File: src/rtl/chirp_pkg.sv
package chirp_pkg;

    typedef enum logic [1:0] {
        MODE_FIXED = 2'b00,
        MODE_CHIRP = 2'b01,
        MODE_RFSK  = 2'b10,
        MODE_SPARE = 2'b11
    } sweep_mode_e;

endpackage

File: src/rtl/chirp_rate_timer.sv
module chirp_rate_timer #(
    parameter int RW = 16
) (
    input  logic          clk,
    input  logic          rst_n,
    input  logic [RW-1:0] rate_i,
    input  logic          load_i,
    input  logic          run_i,
    output logic          tick_o
);

    typedef struct packed {
        logic [RW-1:0] cnt;
    } tmr_state_t;

    tmr_state_t st_d, st_q;

    always_comb begin
        st_d   = st_q;
        tick_o = 1'b0;
        if (load_i) begin
            st_d.cnt = rate_i;
        end else if (run_i) begin
            if (st_q.cnt == '0) begin
                tick_o   = 1'b1;
                st_d.cnt = rate_i;
            end else begin
                st_d.cnt = st_q.cnt - 1'b1;
            end
        end
    end

    always_ff @(posedge clk) begin
        if (!rst_n) begin
            st_q <= '0;
        end else begin
            st_q <= st_d;
        end
    end

    // a nonzero reload value forbids back-to-back ticks
    assert_tick_spacing_R4: assert property (@(posedge clk) disable iff (!rst_n)
        (tick_o && rate_i != '0 && !load_i) |=> !tick_o);

    // a stopped timer cannot tick
    assert_stopped_no_tick_R5: assert property (@(posedge clk) disable iff (!rst_n)
        (!run_i) |-> !tick_o);

endmodule

File: src/rtl/chirp_step_unit.sv
module chirp_step_unit
    import chirp_pkg::*;
#(
    parameter int FW = 48
) (
    input  sweep_mode_e   mode_i,
    input  logic          restart_i,
    input  logic          tick_i,
    input  logic          pin_i,
    input  logic [FW-1:0] word_i,
    input  logic [FW-1:0] tw1_i,
    input  logic [FW-1:0] tw2_i,
    input  logic [FW-1:0] delta_i,
    output logic [FW-1:0] target_o,
    output logic [FW-1:0] word_o
);

    logic [FW-1:0] mag;
    logic [FW-1:0] gap;
    logic          below;
    logic [FW-1:0] fsk_next;

    always_comb begin
        mag      = delta_i[FW-1] ? (~delta_i + 1'b1) : delta_i;
        target_o = pin_i ? tw2_i : tw1_i;
        below    = (word_i < target_o);
        gap      = below ? (target_o - word_i) : (word_i - target_o);
        if (gap <= mag) begin
            fsk_next = target_o;
        end else if (below) begin
            fsk_next = word_i + mag;
        end else begin
            fsk_next = word_i - mag;
        end
    end

    always_comb begin
        word_o = word_i;
        if (restart_i) begin
            word_o = tw1_i;
        end else if (tick_i) begin
            unique case (mode_i)
                MODE_CHIRP: word_o = word_i + delta_i;
                MODE_RFSK:  word_o = fsk_next;
                default:    word_o = tw1_i;
            endcase
        end
    end

endmodule

File: src/rtl/chirp_ramp_gen.sv
module chirp_ramp_gen
    import chirp_pkg::*;
#(
    parameter int FW = 48,
    parameter int RW = 16
) (
    input  logic          clk,
    input  logic          rst_n,
    input  logic [1:0]    mode_i,
    input  logic [FW-1:0] tw1_i,
    input  logic [FW-1:0] tw2_i,
    input  logic [FW-1:0] delta_i,
    input  logic [RW-1:0] rate_i,
    input  logic          clr_acc_i,
    input  logic          ctl_pin_i,
    output logic [FW-1:0] ftw_o
);

    typedef struct packed {
        logic [FW-1:0] word;
    } gen_state_t;

    gen_state_t    st_d, st_q;
    sweep_mode_e   mode;
    logic          fixed_mode;
    logic          hold;
    logic          restart;
    logic          tick;
    logic [FW-1:0] target;
    logic [FW-1:0] word_next;

    assign mode       = sweep_mode_e'(mode_i);
    assign fixed_mode = (mode == MODE_FIXED) || (mode == MODE_SPARE);
    assign hold       = (mode == MODE_CHIRP) && ctl_pin_i;
    assign restart    = clr_acc_i || fixed_mode;

    chirp_rate_timer #(.RW(RW)) u_timer (
        .clk    (clk),
        .rst_n  (rst_n),
        .rate_i (rate_i),
        .load_i (restart),
        .run_i  (!hold),
        .tick_o (tick)
    );

    chirp_step_unit #(.FW(FW)) u_step (
        .mode_i    (mode),
        .restart_i (restart),
        .tick_i    (tick),
        .pin_i     (ctl_pin_i),
        .word_i    (st_q.word),
        .tw1_i     (tw1_i),
        .tw2_i     (tw2_i),
        .delta_i   (delta_i),
        .target_o  (target),
        .word_o    (word_next)
    );

    always_comb begin
        st_d      = st_q;
        st_d.word = word_next;
    end

    always_ff @(posedge clk) begin
        if (!rst_n) begin
            st_q <= '0;
        end else begin
            st_q <= st_d;
        end
    end

    assign ftw_o = st_q.word;

    // fixed modes follow the start word one clock later
    assert_fixed_follows_R2: assert property (@(posedge clk) disable iff (!rst_n)
        fixed_mode |=> (ftw_o == $past(tw1_i)));

    // chirp hold keeps the output still
    assert_hold_freezes_R5: assert property (@(posedge clk) disable iff (!rst_n)
        (hold && !clr_acc_i) |=> $stable(ftw_o));

    // an FSK ramp from below never ends above its destination
    assert_no_overshoot_up_R7: assert property (@(posedge clk) disable iff (!rst_n)
        (mode == MODE_RFSK && !clr_acc_i && ftw_o <= target) |=> (ftw_o <= $past(target)));

    // an FSK ramp from above never ends below its destination
    assert_no_overshoot_dn_R7: assert property (@(posedge clk) disable iff (!rst_n)
        (mode == MODE_RFSK && !clr_acc_i && ftw_o >= target) |=> (ftw_o >= $past(target)));

    // clear returns to the start word
    assert_clear_restarts_R8: assert property (@(posedge clk) disable iff (!rst_n)
        clr_acc_i |=> (ftw_o == $past(tw1_i)));

endmodule

File: config.mk
export PLATFORM = sky130hd
export DESIGN_NAME = chirp_ramp_gen
export DESIGN_NICKNAME = d
export VERILOG_FILES = /design/src/rtl/chirp_pkg.sv /design/src/rtl/chirp_rate_timer.sv /design/src/rtl/chirp_step_unit.sv /design/src/rtl/chirp_ramp_gen.sv
export SDC_FILE = /design/constraint.sdc
export NUM_CORES = 1
export LEC_CHECK = 0
export BUFFER_PORTS_ARGS = -buffer_cell sky130_fd_sc_hd__buf_4
export CAP_MARGIN = 25
export CORE_MARGIN = 2
export CORE_UTILIZATION = 45
export CTS_CLUSTER_SIZE = 40
export DETAILED_ROUTE_END_ITERATION = 12
export PLACE_DENSITY = 0.68
export SLEW_MARGIN = 20
export SYNTH_ARGS = -nofsm -noshare
export SYNTH_HDL_FRONTEND = slang
export SYNTH_SLANG_ARGS = --single-unit
File: constraint.sdc
create_clock -name clk -period 15.7 [get_ports clk]
set_input_delay 3.14 -clock clk [delete_from_list [all_inputs] [get_ports clk]]
set_output_delay 3.14 -clock clk [all_outputs]
set_load 0.005 [all_outputs]
======== Word level (Yosys, flattened, before mapping) ========
Index checks and enable logic that the tools add are counted.
operators by class
  add/subtract/negate cells ............... 7
  bitwise logic cells ..................... 1
  reductions and logical operators ........ 6
  equal/unequal tests ..................... 4
  order comparisons ....................... 2
  multiplexer cells ....................... 14
operators by type and width
  cell                                                count
  2-to-1 mux 48 bit                                   7
  subtractor 48 bit                                   3
  adder 48 bit                                        2
  one-hot mux 48 bit (2 select lines)                 1
  adder 48 x 1 -> 48 bit, second input constant       1
  <= comparator 48 bit                                1
  < comparator 48 bit                                 1
  2-to-1 mux 16 bit                                   3
  inverter 48 bit                                     1
  zero test 16 bit                                    1
  subtractor 16 x 1 -> 16 bit, second input constant  1
  == test 2 bit, second input constant                2
  2-to-1 mux 1 bit                                    3
  == test 2 x 1 -> 1 bit, second input constant       1
  zero test 2 bit                                     1
  logical OR 1 bit                                    2
  != test 2 x 1 -> 1 bit, second input constant       1
  nonzero test 2 bit                                  1
  logical AND 1 bit                                   1
word-level totals
  input port bits ......................... 166
  word-level logic and storage cells ...... 36
  flip-flop bits (word level) ............. 64

======== Logic depth before layout (Yosys ltp) ========
  word-level depth ........................ 9
  mapped depth ............................ 35
  depth with buffers taken out ............ 28

======== By module ========
A second synthesis with hierarchy kept.
unflattened totals
  cell total of the unflattened synthesis .. 2718
  area total of the unflattened synthesis .. 18825.6 µm²
modules (own cells, without submodules)
  module            area each (µm²)  cells an instance  seq. area each (µm²)  times used
  chirp_step_unit   16311.9          2465               0.0                   1
  chirp_ramp_gen    1357.6           105                960.9                 1
  chirp_rate_timer  1156.1           148                320.3                 1

======== Worst setup path after synthesis ========
OpenSTA, ideal clock, no wires.
  path type ............................... input to register
  from .................................... input ctl_pin_i
  to ...................................... register st_q, in the netlist ftw_o[33]
  data arrival time ....................... 10374 ps
  cell stages on the path ................. 31
  required time ........................... 15577 ps
  setup time .............................. 123 ps
  path slack .............................. 5203 ps
  cell sequence ........................... clkbuf_1 > clkbuf_1 > clkbuf_1 > buf_1 > mux2i_1 > inv_1 > ha_1 > clkbuf_1 > nand2_1 > nor2_1 > nand4_1 > nor4_1 > a211o_1 > mux2_1 > o21ai_1 > a221oi_1 > o32ai_1 > xor2_1 > ha_1 > nand3_1 > nor4_1 > nand3_1 > nor4_1 > nor3b_1 > o21a_1 > clkbuf_1 > clkbuf_1 > clkbuf_1 > o21ai_0 > a221oi_1 > nor2_1
between the ends
  word-level cells in the longest chain between the ends .. 8
  elaborated cells between the ends (all ways) .. 15
RTL lines
  item                                                             RTL line                                      RTL
  from (decl)                                                      chirp_ramp_gen.sv:15                          input logic ctl_pin_i,
  2-to-1 mux 48 bit                                                chirp_step_unit.sv:25                         target_o = pin_i ? tw2_i : tw1_i;
  subtractor 48 bit / < comparator 48 bit (equally long branches)  chirp_step_unit.sv:27, chirp_step_unit.sv:26
  2-to-1 mux 48 bit                                                chirp_step_unit.sv:27                         gap = below ? (target_o - word_i) : (word_i - target_o);
  <= comparator 48 bit                                             chirp_step_unit.sv:28                         if (gap <= mag) begin
  2-to-1 mux 48 bit                                                chirp_step_unit.sv:28
  one-hot mux 48 bit (2 select lines)                              chirp_step_unit.sv:42                         unique case (mode_i)
  2-to-1 mux 48 bit                                                chirp_step_unit.sv:41                         end else if (tick_i) begin
  2-to-1 mux 48 bit                                                chirp_step_unit.sv:39                         if (restart_i) begin
  to (signal assigned)                                             chirp_ramp_gen.sv:68                          st_q <= st_d;
  to (decl)                                                        chirp_ramp_gen.sv:23                          gen_state_t st_d, st_q;
Several ways; a longest one is shown, not always the timed one. The select of a mux whose other input is x is not followed.
A chain may end at the register's enable or synchronous reset.

======== Worst setup path in the final report ========
  from .................................... input ctl_pin_i
  to ...................................... register st_q, in the netlist ftw_o[0]
The elaborated chain is that of the path after synthesis.

==> impl_metrics.env <==
export IMPL_track_usage=0.408
export IMPL_syn_nets=3074
export IMPL_synthTopCellsByArea="ha_1 16%, a21oi_1 8.6%, dfxtp_1 6.9%"
export IMPL_dr_wl_met3_um=12100
export IMPL_synth_flop_cell="dfxtp_1"
export IMPL_grt_pass1_vias=20684
export IMPL_dr_total_vias=22447
export IMPL_p_per_area_nw_per_um2=101
export IMPL_max_vdd_ir_drop_v=0.0000718
export IMPL_syn_mean_instance_area_um2=6.97
export IMPL_cts_sinks=64
export IMPL_worstPathRequired_ps=16020
export IMPL_clkTransAtPathRegs_ps=70
export IMPL_drc=0
export IMPL_r2r_start="ftw_o[38]$_SDFFE_PN0P_"
export IMPL_ctsHoldBuffers=0
export IMPL_yosysWarnings=0
export IMPL_post_route_period_util=0.793
export IMPL_io_pins=214
export IMPL_rsz0062_at_grt="no"
export IMPL_drt_iter0_drc=2892
export IMPL_instances_no_fill=3291
export IMPL_overflow=0
export IMPL_status="completed"
export IMPL_cp_depth=29
export IMPL_final_seq_area_um2=1280
export IMPL_totalWireLength_um=91200
export IMPL_die_width_um=207
export IMPL_nets=3165
export IMPL_htreeDepth=3
export IMPL_r2r_end="ftw_o[0]$_SDFFE_PN0P_"
export IMPL_crit_fanout=74
export IMPL_wl_per_cell_um=27.7
export IMPL_start_kind="input port"
export IMPL_cp_num_buf_inv=5
export IMPL_drt_met1_wl_um=40500
export IMPL_std_cell_rows=74
export IMPL_fin_util=0.509
export IMPL_clk_latency_ps=390
export IMPL_synth_distinct_cells=95
export IMPL_crit_arrival_ps=12770
export IMPL_startpoint="ctl_pin_i"
export IMPL_path_common_cell="buf_4"
export IMPL_cts_setup_buffers=0
export IMPL_drv_cap=0
export IMPL_portBuffers=213
export IMPL_synth_top_area_cell="ha_1"
export IMPL_dieHeight_um=207
export IMPL_synth_seq_area_share=0.0690
export IMPL_clockBufferDepth=2
export IMPL_ant_nets=0
export IMPL_drv_slew=0
export IMPL_finalWorstSetupSlack_ps=3250
export IMPL_cpPeakStageDelay_ps=740
export IMPL_ys_ff_latch=64
export IMPL_grt_max_degree=75
export IMPL_crit_end="ftw_o[0]$_SDFFE_PN0P_"
export IMPL_worstSetupPathType="in2reg"
export IMPL_postLayoutCellArea_um2=20700
export IMPL_multiInputGateArea_um2=16000
export IMPL_routed_via_density=6.82
export IMPL_area_delta_synth_final_pct=11.7
export IMPL_holdPathStages=2
export IMPL_routed_top_layer="met5"
export IMPL_final_min_clock_period_ps=12450
export IMPL_dr_pass1_iters=8
export IMPL_cp_top_family="simple AND/OR/NAND/NOR gates"
export IMPL_core_um2=40700
export IMPL_dp_slack_ps=3090
export IMPL_grt_pass1_wl_um=134000
export IMPL_hold_path_class="reg2reg"
export IMPL_p_leak_nw=9.23
export IMPL_cts_tree="built"
export IMPL_hold_viol_final=0
export IMPL_skew_ps=6.79
export IMPL_reg2reg_setup_slack_ps=6760
export IMPL_drive_above_1_share=0.116
export IMPL_slowest_stage="buf_4"
export IMPL_dieArea_um2=42900
export IMPL_place_area_um2=20400
export IMPL_finalPower_mw=2.10
export IMPL_whs_ps=522
export IMPL_cts_root_buf="clkbuf_16"
export IMPL_synth_area_um2=18600
export IMPL_numCtsBuffers=9
export IMPL_clock_fmax_ghz=0.0803
export IMPL_synth_top_area_frac=0.164
export IMPL_worstSetupEndpointType="flip-flop"
export IMPL_start_util=0.455
export IMPL_fillers=4131
export IMPL_timing_setup_tns_ps=0
export IMPL_synth_edf_count=0
export IMPL_setup_viol=0
export IMPL_place_gp_congestion=1.08
export IMPL_wl_met2_um=36000
export IMPL_ff2ff_path_depth=26
export IMPL_worst_pin_slew_ps=1010
export IMPL_cts_resized=0
export IMPL_synthArstFlopShare=0
export IMPL_max_slew_margin=0.315
export IMPL_synth_cells=2661
export IMPL_dp_hpwl_um=75500
export IMPL_grt_antenna_before_repair=5
export IMPL_dp_cells=3272
## placed cells by master (no fill, tap or decap), types with 28 or more instances in the layout
cell,synthesis,layout
a21oi_1,319,319
buf_4,2,233
o211ai_1,30,30
nand4_1,48,48
dfxtp_1,64,64
xor2_1,116,116
a221oi_1,38,38
o31ai_1,30,30
and2_1,40,39
a31oi_1,44,44
a21o_1,77,77
nor2_1,155,154
o22ai_1,28,28
nand3_1,59,59
o221ai_1,30,30
nand2_1,188,188
xnor2_1,100,100
mux2i_1,48,48
ha_1,243,242
nor3_1,51,51
o21ai_0,195,195
o21bai_1,50,50
inv_1,169,169
## flip-flops by register name (all words and copies together) (netlist names)
| signal | count |
|---|---|
| ftw_o | 48 |
| u_timer.st_q | 16 |
## routing by layer
layer | up-vias | GRT usage
met5 | - | 0
met4 | 4 | 0.102
met3 | 167 | 0.127
met2 | 1453 | 0.572
met1 | 10772 | 0.598
li1 | 10051 | -
## where the power goes
group | internal [mW] | leakage (nW) | switching (mW) | total (mW)
combinational | 0.582 | 8.54 | 1.04 | 1.62
clock | 0.141 | 0.153 | 0.107 | 0.248
sequential | 0.180 | 0.531 | 0.0522 | 0.233
total | 0.903 | 9.23 | 1.20 | 2.10
## worst min path at each step
stage               slack [ps]                     startpoint                            end
CTS                        520   u_timer.st_q[0]$_SDFFE_PN0P_   u_timer.st_q[0]$_SDFFE_PN0P_
floorplan                  470  u_timer.st_q[15]$_SDFFE_PN0P_  u_timer.st_q[15]$_SDFFE_PN0P_
global placement           500   u_timer.st_q[0]$_SDFFE_PN0P_   u_timer.st_q[0]$_SDFFE_PN0P_
global route               540   u_timer.st_q[0]$_SDFFE_PN0P_   u_timer.st_q[0]$_SDFFE_PN0P_
finish                     520  u_timer.st_q[15]$_SDFFE_PN0P_  u_timer.st_q[15]$_SDFFE_PN0P_
detailed placement         510   u_timer.st_q[0]$_SDFFE_PN0P_   u_timer.st_q[0]$_SDFFE_PN0P_
## cells by family (layout without fill, tap and decap cells)
family | count (synthesis) | after routing | synth area share
compound gates | 1020 | 1020 | 0.355
simple gates | 717 | 717 | 0.197
buf+inv | 324 | 420 | 0.0676
fa+ha+maj | 247 | 247 | 0.168
mux | 72 | 72 | 0.0405
other cells | 0 | 2 | 0
flops | 64 | 64 | 0.0690
xor+xnor | 217 | 217 | 0.103
## area by class of cell
class                      count  area share
antenna                        2    0.000242
inverter                     170      0.0308
clock buffer                   9      0.0109
clock inverter                 7     0.00489
sequential                    64      0.0618
tap                          532      0.0321
multi-input combinational   2273       0.775
timing repair buffer         234      0.0847
## synthesized netlist by cell type (38+ instances only)
cell	number
inv_1	169
a21o_1	77
nor2_1	155
ha_1	243
mux2i_1	48
o21ai_0	195
nand3_1	59
xor2_1	116
dfxtp_1	64
o21bai_1	50
xnor2_1	100
a21oi_1	319
a31oi_1	44
nand4_1	48
clkbuf_1	125
nand2_1	188
nor3_1	51
a221oi_1	38
and2_1	40
## worst register-to-register path, stage by stage (launching register included)
cell and delay, ps:
dfxtp_1 650, inv_1 100, ha_1 470, nand4_1 300
nor2_1 200, nand4_1 150, nor4_1 640, a211o_2 550
buf_4 750, o21ai_1 220, o221ai_1 210, nand3_1 200
o41ai_1 430, xor2_1 120, ha_1 320, nand3_1 80
nor3_1 380, nand3_1 250, nor4_1 380, nor3b_1 230
o21a_2 630, buf_4 400, and2_1 640, nor2_1 90
o221ai_1 190, o211ai_1 110, a21boi_0 200
(Power assumes the default switching activity.)
